[config.mk]
export PLATFORM = sky130hd
export DESIGN_NAME = gpio_edge_port
export DESIGN_NICKNAME = d
export VERILOG_FILES = /design/src/rtl/gpio_edge_pkg.sv /design/src/rtl/gpio_acc_decode.sv /design/src/rtl/gpio_cfg_regs.sv /design/src/rtl/gpio_edge_detect.sv /design/src/rtl/gpio_irq_status.sv /design/src/rtl/gpio_edge_port.sv
export SDC_FILE = /design/constraint.sdc
export NUM_CORES = 1
export LEC_CHECK = 0
export ABC_CLOCK_PERIOD_IN_PS = 2530
export CAP_MARGIN = 15
export CORE_MARGIN = 3
export CORE_UTILIZATION = 35
export CTS_BUF_LIST = sky130_fd_sc_hd__clkbuf_8 sky130_fd_sc_hd__clkbuf_16
export CTS_CLUSTER_DIAMETER = 80
export CTS_CLUSTER_SIZE = 40
export DETAILED_ROUTE_END_ITERATION = 16
export GPL_TIMING_DRIVEN = 0
export PLACE_DENSITY_LB_ADDON = 0.15
export SLEW_MARGIN = 20
export SYNTH_ARGS = -nofsm -noshare
export SYNTH_HDL_FRONTEND = slang
export SYNTH_SLANG_ARGS = --single-unit
[constraint.sdc]
create_clock -name clk -period 2.53 [get_ports clk]
set_input_delay 0.253 -clock clk [delete_from_list [all_inputs] [get_ports clk]]
set_output_delay 0.253 -clock clk [all_outputs]
set_load 0.02 [all_outputs]
[src/rtl/gpio_edge_pkg.sv]
package gpio_edge_pkg;

    localparam int ADDR_W = 8;

    typedef logic [ADDR_W-1:0] addr_t;

    typedef enum logic [1:0] {
        ACC_8   = 2'd0,
        ACC_16  = 2'd1,
        ACC_32  = 2'd2,
        ACC_RSV = 2'd3
    } acc_size_e;

    typedef enum logic [2:0] {
        SEL_NONE,
        SEL_LEVEL,
        SEL_DRIVE,
        SEL_DIR,
        SEL_POL,
        SEL_MASK,
        SEL_STAT,
        SEL_GATE
    } reg_sel_e;

    localparam addr_t OFS_LEVEL = 8'h00;
    localparam addr_t OFS_DRIVE = 8'h04;
    localparam addr_t OFS_DIR   = 8'h08;
    localparam addr_t OFS_POL   = 8'h0C;
    localparam addr_t OFS_MASK  = 8'h10;
    localparam addr_t OFS_STAT  = 8'h14;
    localparam addr_t OFS_GATE  = 8'h18;

    typedef struct packed {
        logic     rd;
        logic     wr;
        reg_sel_e sel;
    } acc_t;

    function automatic reg_sel_e decode_ofs(addr_t a);
        reg_sel_e s;
        case (a)
            OFS_LEVEL: s = SEL_LEVEL;
            OFS_DRIVE: s = SEL_DRIVE;
            OFS_DIR:   s = SEL_DIR;
            OFS_POL:   s = SEL_POL;
            OFS_MASK:  s = SEL_MASK;
            OFS_STAT:  s = SEL_STAT;
            OFS_GATE:  s = SEL_GATE;
            default:   s = SEL_NONE;
        endcase
        return s;
    endfunction

endpackage

[src/rtl/gpio_acc_decode.sv]
module gpio_acc_decode
    import gpio_edge_pkg::*;
(
    input  logic         req_valid,
    input  logic         req_write,
    input  logic [1:0]   req_size,
    input  addr_t        req_addr,
    output acc_t         acc,
    output logic         rd_any
);
    logic size_ok;

    always_comb begin
        size_ok = (acc_size_e'(req_size) == ACC_16);
        acc.sel = decode_ofs(req_addr);
        acc.wr  = req_valid & req_write & size_ok & (acc.sel != SEL_NONE)
                  & (acc.sel != SEL_LEVEL);
        acc.rd  = req_valid & ~req_write & size_ok;
        rd_any  = req_valid & ~req_write;
    end
endmodule

[src/rtl/gpio_cfg_regs.sv]
module gpio_cfg_regs
    import gpio_edge_pkg::*;
#(
    parameter int NPINS = 16
)(
    input  logic             clk,
    input  logic             rst,
    input  acc_t             acc,
    input  logic [NPINS-1:0] wdata,
    output logic [NPINS-1:0] drive_q,
    output logic [NPINS-1:0] dir_q,
    output logic [NPINS-1:0] pol_q,
    output logic [NPINS-1:0] mask_q,
    output logic [NPINS-1:0] gate_q
);
    localparam logic [NPINS-1:0] ONES = '1;

    always_ff @(posedge clk) begin
        if (rst) begin
            drive_q <= ONES;
            dir_q   <= ONES;
            pol_q   <= ONES;
            mask_q  <= ONES;
            gate_q  <= ONES;
        end else if (acc.wr) begin
            case (acc.sel)
                SEL_DRIVE: drive_q <= wdata;
                SEL_DIR:   dir_q   <= wdata;
                SEL_POL:   pol_q   <= wdata;
                SEL_MASK:  mask_q  <= wdata;
                SEL_GATE:  gate_q  <= wdata;
                default: ;
            endcase
        end
    end
endmodule

[src/rtl/gpio_edge_detect.sv]
module gpio_edge_detect #(
    parameter int NPINS = 16
)(
    input  logic             clk,
    input  logic             rst,
    input  logic [NPINS-1:0] pin_in,
    input  logic [NPINS-1:0] pol,
    input  logic [NPINS-1:0] arm,
    output logic [NPINS-1:0] level_q,
    output logic [NPINS-1:0] hit
);
    for (genvar i = 0; i < NPINS; i++) begin : g_pin
        logic rise;
        logic fall;

        always_ff @(posedge clk) begin
            if (rst) level_q[i] <= 1'b0;
            else     level_q[i] <= pin_in[i];
        end

        assign rise   = pin_in[i] & ~level_q[i];
        assign fall   = ~pin_in[i] & level_q[i];
        assign hit[i] = arm[i] & (pol[i] ? rise : fall);
    end
endmodule

[src/rtl/gpio_irq_status.sv]
module gpio_irq_status #(
    parameter int NPINS = 16
)(
    input  logic             clk,
    input  logic             rst,
    input  logic [NPINS-1:0] hit,
    input  logic [NPINS-1:0] clr,
    output logic [NPINS-1:0] stat_q,
    output logic             irq_q
);
    logic [NPINS-1:0] stat_next;

    always_comb stat_next = (stat_q & ~clr) | hit;

    always_ff @(posedge clk) begin
        if (rst) begin
            stat_q <= '0;
            irq_q  <= 1'b0;
        end else begin
            stat_q <= stat_next;
            irq_q  <= |stat_next;
        end
    end
endmodule

[src/rtl/gpio_edge_port.sv]
module gpio_edge_port
    import gpio_edge_pkg::*;
#(
    parameter int NPINS = 16
)(
    input  logic             clk,
    input  logic             rst,
    input  logic             req_valid,
    input  logic             req_write,
    input  logic [1:0]       req_size,
    input  logic [7:0]       req_addr,
    input  logic [NPINS-1:0] req_wdata,
    output logic [NPINS-1:0] rdata,
    input  logic [NPINS-1:0] pin_in,
    output logic [NPINS-1:0] pin_out,
    output logic [NPINS-1:0] pin_oe,
    output logic             irq
);
    acc_t             acc;
    logic             rd_any;
    logic [NPINS-1:0] drive_q, dir_q, pol_q, mask_q, gate_q;
    logic [NPINS-1:0] level_q, hit, stat_q, clr;
    logic [NPINS-1:0] arm, rd_mux, rdata_q;

    gpio_acc_decode u_dec (
        .req_valid (req_valid),
        .req_write (req_write),
        .req_size  (req_size),
        .req_addr  (req_addr),
        .acc       (acc),
        .rd_any    (rd_any)
    );

    gpio_cfg_regs #(.NPINS(NPINS)) u_cfg (
        .clk     (clk),
        .rst     (rst),
        .acc     (acc),
        .wdata   (req_wdata),
        .drive_q (drive_q),
        .dir_q   (dir_q),
        .pol_q   (pol_q),
        .mask_q  (mask_q),
        .gate_q  (gate_q)
    );

    assign arm = dir_q & ~mask_q;

    gpio_edge_detect #(.NPINS(NPINS)) u_edge (
        .clk     (clk),
        .rst     (rst),
        .pin_in  (pin_in),
        .pol     (pol_q),
        .arm     (arm),
        .level_q (level_q),
        .hit     (hit)
    );

    assign clr = (acc.wr && acc.sel == SEL_STAT) ? req_wdata : '0;

    gpio_irq_status #(.NPINS(NPINS)) u_stat (
        .clk    (clk),
        .rst    (rst),
        .hit    (hit),
        .clr    (clr),
        .stat_q (stat_q),
        .irq_q  (irq)
    );

    always_comb begin
        case (acc.sel)
            SEL_LEVEL: rd_mux = level_q & gate_q;
            SEL_DRIVE: rd_mux = drive_q;
            SEL_DIR:   rd_mux = dir_q;
            SEL_POL:   rd_mux = pol_q;
            SEL_MASK:  rd_mux = mask_q;
            SEL_STAT:  rd_mux = stat_q;
            SEL_GATE:  rd_mux = gate_q;
            default:   rd_mux = '0;
        endcase
    end

    always_ff @(posedge clk) begin
        if (rst)         rdata_q <= '0;
        else if (rd_any) rdata_q <= acc.rd ? rd_mux : '0;
    end

    assign rdata   = rdata_q;
    assign pin_oe  = ~dir_q;
    assign pin_out = drive_q & ~dir_q;
endmodule

# After elaboration in Yosys (flattened, before gate mapping)
# Cells that the tools add are included.
[classes]
n_mux = 20
bitwise_logic = 95
n_reduce_logical = 9
eq_ne = 15
[ops]
columns = ["op", "count"]
rows = [
  ["$pmux W16 S7", 1],
  ["$and A16 B16 Y16", 4],
  ["$and A1 B1 Y1", 54],
  ["$not A16 Y16", 3],
  ["$not A1 Y1", 33],
  ["$mux W16", 2],
  ["$eq A8 B5 Y1 const B", 3],
  ["$pmux W3 S7", 1],
  ["$eq A8 B4 Y1 const B", 2],
  ["$mux W1", 16],
  ["$or A16 B16 Y16", 1],
  ["$reduce_or A16 Y1", 1],
  ["$eq A3 B3 Y1 const B", 4],
  ["$reduce_and A2 Y1", 5],
  ["$eq A8 B3 Y1 const B", 1],
  ["$logic_not A8 Y1", 1],
  ["$eq A3 B2 Y1 const B", 2],
  ["$eq A3 B1 Y1 const B", 1],
  ["$ne A3 B1 Y1 const B", 1],
  ["$reduce_bool A3 Y1", 1],
  ["$eq A2 B1 Y1 const B", 1],
  ["$logic_and A1 B1 Y1", 1],
]
[totals]
input_bits = 46
elab_cells = 163
reg_bits = 129
out_inout_bits = 49

# Longest topological paths before layout
[logic_depth]
ltp_word = 11
ltp_mapped = 8
mapped_depth_nobuf = 6

# Modules after synthesis
# A second synthesis with hierarchy kept.
[unflattened]
cells_unflattened = 688
area_unflattened_um2 = 6354.8
[by_module_without_submodules]
columns = ["module", "cells_per_inst", "seq_area_each_um2", "n_inst", "area_per_inst_um2"]
rows = [
  ["gpio_cfg_regs", 281, 1601.5, 1, 2945.3],
  ["gpio_edge_port", 240, 320.3, 1, 1848.0],
  ["gpio_edge_detect", 81, 320.3, 1, 844.6],
  ["gpio_irq_status", 73, 340.3, 1, 615.6],
  ["gpio_acc_decode", 13, 0.0, 1, 101.3],
]

# Least setup slack after synthesis
# OpenSTA, ideal clock, no wires.
[synth_timing]
path_type = "input -> register"
startpoint = "input req_addr[5]"
endpoint = "register u_stat.irq_q"
arrival_ps = 2074
setup_time_ps = 128
stages = 8
n_path_buf = 2
required_time_ps = 2402
slack_ps = 328
path_cell_list = "or3_1 buf_2 or4_1 buf_2 a221oi_2 nand4_1 nor4_2 a31oi_1"
[synth_via]
elab_chain_cells = 11
word_cells_on_any_way = 19
cone_classes = "eq/ne: 8; mux: 2; bitwise: 5; reduce/logical: 4"
[synth_lines]
columns = ["item", "line_no", "rtl"]
rows = [
  ["start, declared", "gpio_edge_port.sv:11", "input logic [7:0] req_addr,"],
  ["$eq A8 B5 Y1, or another cell as far along", "gpio_edge_pkg.sv:41", "case (a)"],
  ["$pmux W3 S7 (*)", "gpio_edge_pkg.sv:41", ""],
  ["$reduce_bool A3 Y1", "gpio_acc_decode.sv:16", "acc.wr = req_valid & req_write & size_ok & (acc.sel != SEL_NONE)"],
  ["$and A1 B1 Y1", "gpio_acc_decode.sv:16", ""],
  ["$and A1 B1 Y1", "gpio_acc_decode.sv:17", "& (acc.sel != SEL_LEVEL);"],
  ["$logic_and A1 B1 Y1 (*)", "gpio_edge_port.sv:58", "assign clr = (acc.wr && acc.sel == SEL_STAT) ? req_wdata : '0;"],
  ["$mux W16 (*)", "gpio_edge_port.sv:58", ""],
  ["$not A16 Y16 (*)", "gpio_irq_status.sv:13", "always_comb stat_next = (stat_q & ~clr) | hit;"],
  ["$and A16 B16 Y16 (*)", "gpio_irq_status.sv:13", ""],
  ["$or A16 B16 Y16 (*)", "gpio_irq_status.sv:13", ""],
  ["$reduce_or A16 Y1 (*)", "gpio_irq_status.sv:21", "irq_q <= |stat_next;"],
  ["end signal, assigned", "gpio_irq_status.sv:21", ""],
  ["end, declared", "gpio_irq_status.sv:9", "output logic irq_q"],
]
# Mark *: on every way between the ends. The rest lies on a longest branch, timed or not.
# A chain may end at the register's enable or synchronous reset.

# Worst setup path in the final report
# Same ends and word-level chain as after synthesis.

==> results.py <==
metrics = {
    "timing": {
        "tns_ps": 0,
        "setup_viol": 0,
        "worst_slew_pin_slew_ps": 1110,
        "slew_headroom": 0.257,
        "fin_skew_ps": 7.69,
        "period_needed_ps": 2490,
        "grt_setup_unrepaired": "yes",
        "finalCritPeriodShare": 0.984,
        "hold_violations": 0,
        "fin_hold_ws_ps": 394,
        "fmax_mhz": 402,
        "final_max_slew_viol_count": 0,
    },
    "yosys": {
        "synth_warnings": 0,
        "synthCells": 718,
        "synth.top_cells.by_area": "dfxtp_1 (43%), nand2_1 (8.6%), nor2b_1 (7.2%)",
        "ys_async_sr_fraction": 0,
        "synth-seq-cells": 129,
        "netlist_area_um2": 5970,
        "yosys.area.top_type_share": 0.433,
        "syn_avg_cell_area_um2": 8.31,
        "synth_xor_area_frac": 0,
        "synth-main-ff-cell": "dfxtp_1",
        "synthSimpleGateAreaFrac": 0.306,
        "synth_cell_type_count": 41,
        "synth_top_family_by_area": "simple AND/OR/NAND/NOR gates",
        "yosys.area_share.adder": 0,
        "muxShareOfSynthArea": 0.0537,
        "yosysTopAreaCell": "dfxtp_1",
        "synth_compound_area_frac": 0.166,
        "yosysSeqAreaShare": 0.433,
        "synth-edff-count": 0,
        "synth_nets": 764,
    },
    "floorplan": {
        "die_h_um": 137,
        "ios": 95,
        "initial_core_util": 0.358,
        "die_x_um": 137,
        "core-area_um2": 16600,
        "die-area_um2": 18600,
        "fp-row-count": 47,
    },
    "cts": {
        "clockRootBuffer": "clkbuf_16",
        "cts.clk_slew.worst_paths_ps": 50,
        "cts_buffer_depth": 2,
        "cts_hold_buf": 0,
        "cts_sinks": 129,
        "cts_buffers": 17,
        "cts_max_level": 4,
        "clkLatencyLatePin_ps": 420,
        "cts_tree": "done",
    },
    "worst_setup_path": {
        "r2r_setup_slack_ps": 830,
        "slowest_stage": "or4_4",
        "crit_type": "in2reg",
        "critPathLaunchType": "primary input",
        "worstPathCellList": "clkdlybuf4s50_1, or3_1, buf_6, or4_4, buf_8, buf_4, a211oi_4, nand2_2, nor4_4, a31oi_1",
        "reg2reg_from": "u_edge.level_q[13]",
        "crit_fanout": 5,
        "r2r_end": "u_stat.irq_q",
        "critical_path.endpoint_type": "flop",
        "worst-r2r-cell-count": 6,
        "cp.arrival_ps": 2760,
        "required_ps": 2800,
        "max_stage_delay_ps": 490,
    },
    "global_route": {
        "grtUsageTotal": 0.242,
        "grt-ovfl-total": 0,
        "grt_antenna_before_repair": 0,
        "grt_pass1_wl_um": 33400,
        "grt_pass1_vias": 5736,
        "grt_max_degree": 17,
    },
    "hold_path": {
        "min_path_cells": 5,
        "worstHoldStart": "req_addr[2]",
        "whs_endpoint": "rdata[14]",
        "worstHoldPathType": "in2reg",
    },
    "routing": {
        "ant_nets": 0,
        "routedWlPerCell_um": 20.7,
        "vias": 5853,
        "drtIter0Drc": 512,
        "via_per_inst": 5.46,
        "routed_wl_um": 22100,
        "drcViolationCount": 0,
        "first_pass_iters": 5,
    },
    "final_layout": {
        "drive_gt1_frac": 0.0846,
        "final_cells": 1071,
        "design_area_um2": 7930,
        "area_growth_pct": 32.9,
        "antennaDiodeCount": 0,
        "nNetsFinal": 886,
    },
    "place": {
        "port_buffers": 92,
        "place_area_um2": 7170,
        "place.gp.congestion": 0.894,
        "dp_cells": 1030,
        "place_hpwl_um": 14800,
    },
    "run_status": {
        "status": "completed",
    },
    "power_and_ir_drop": {
        "power_frac_comb": 0.061,
        "p_switching_uw": 1060,
        "clkPwrFrac": 0.505,
        "internal-power_uw": 3680,
        "power_leakage_uw": 0.00319,
        "p_per_area_nw_per_um2": 598,
        "seq_power_share": 0.434,
        "p_sw_frac": 0.223,
        "peakVddDrop_v": 0.000461,
    },
    "run": {
        "cap_violations": 0,
    },
}
## through the flow
step,worst slack [ps],util,power [uW]
finish,41.0,0.476,4740
floorplan,328,-,2220
CTS,1.57,0.475,4750
global placement,-977,0.430,2380
detailed placement,-850,0.431,2390
global route,-31.2,0.476,4870
## registers in the layout (all words and copies together) (netlist names)
register and cells:
rdata 16, u_cfg.dir_q 16, u_cfg.drive_q 16, u_cfg.gate_q 16, u_cfg.mask_q 16, u_cfg.pol_q 16
u_edge.level_q 16, u_stat.irq_q 1, u_stat.stat_q 16
## cells in the final DEF, fill, tap and decap left out, types with 3 or more instances in the layout
cell type / count
dfxtp_1: 129
a211o_1: 48
nor3_1: 7
nor2_1: 79
dlygate4sd2_1: 3
clkbuf_2: 9
clkinv_2: 4
nor3_2: 4
clkdlybuf4s50_1: 88
a2111oi_0: 15
a221oi_2: 3
o21ai_1: 16
nand2_1: 135
a31oi_1: 3
nor2b_1: 69
nand2b_1: 9
a32oi_1: 4
buf_4: 12
and3b_1: 6
clkbuf_8: 7
inv_1: 22
clkbuf_16: 17
nand3b_1: 34
a21oi_1: 26
o22ai_1: 8
buf_2: 3
mux2i_1: 32
nor4_4: 3
clkbuf_1: 24
## area by class of cell
type                            count  area [um^2]
Inverter                           21         78.8
Multi-Input combinational cell    526         3200
Sequential cell                   129         2580
Clock buffer                       24          522
Tap cell                          220          275
Timing Repair Buffer              104         1020
Buffer                             41          191
Clock inverter                      6         53.8
Fill cell                        1569         8710
## cells in the mapped netlist (3+ instances only)
cell type and number:
and3b_1 6, a221oi_2 4, nand2_1 136, nor2_1 79, nor3_1 10, o21ai_1 16
buf_2 5, nand2b_1 9, nor2b_1 69, a31oi_1 3, inv_1 21, clkbuf_1 34
o22ai_1 8, a32oi_1 4, a21oi_1 26, a211o_1 48, a2111oi_0 15, dfxtp_1 129
mux2i_1 32, nand3b_1 34
## cells by family (layout without fill, tap and decap cells)
group	Yosys count	in the layout
AO/OA/AOI/OAI	131	131
buffers and inverters	63	196
flip-flops	129	129
multiplexers	32	32
AND/OR/NAND/NOR	363	363
## what timing repair did
action                                  in CTS  in global routing
endpoints found under the setup margin      53                 21
pin swaps                                   11                  3
gates resized for setup                     22                  6
setup buffers                               12                  0
## worst max-delay path, delay by kind of cell
family	cells	cell delay, ps
AND/OR/NAND/NOR	4	1250
buffers and inverters	4	860
AO/OA/AOI/OAI	2	410
## power by group through the flow
stage | logic [uW] | clock network [uW] | registers (uW)
4_1_cts | 289 | 2410 | 2060
5_1_grt | 310 | 2500 | 2060
6_report | 292 | 2390 | 2060
3_3_place_gp | 281 | 0 | 2100
3_5_place_dp | 285 | 0 | 2100
2_1_floorplan | 120 | 0 | 2100
## routing by layer
| metal | GRT usage | vias to the layer above | share of wire |
|---|---|---|---|
| li1 | - | 2722 | - |
| met1 | 0.321 | 2795 | 0.42 |
| met2 | 0.381 | 279 | 0.46 |
| met3 | 0.0537 | 57 | 0.086 |
| met4 | 0.100 | 0 | 0.029 |
| met5 | 0 | - | 0 |
## worst max path at each step
stage | start | to | slack (ps) | depth (start not counted)
after detailed placement | req_addr[5] | rdata[11] | -850 | 9
after global placement | req_addr[5] | u_cfg.drive_q[13] | -980 | 9
after CTS | req_addr[1] | u_stat.irq_q | 2 | 8
after floorplan | req_addr[5] | u_stat.irq_q | 330 | 8
after global routing | req_addr[5] | rdata[4] | -30 | 10
final | req_addr[5] | u_stat.irq_q | 40 | 10
Note: power is estimated with default switching activity, not from simulation.
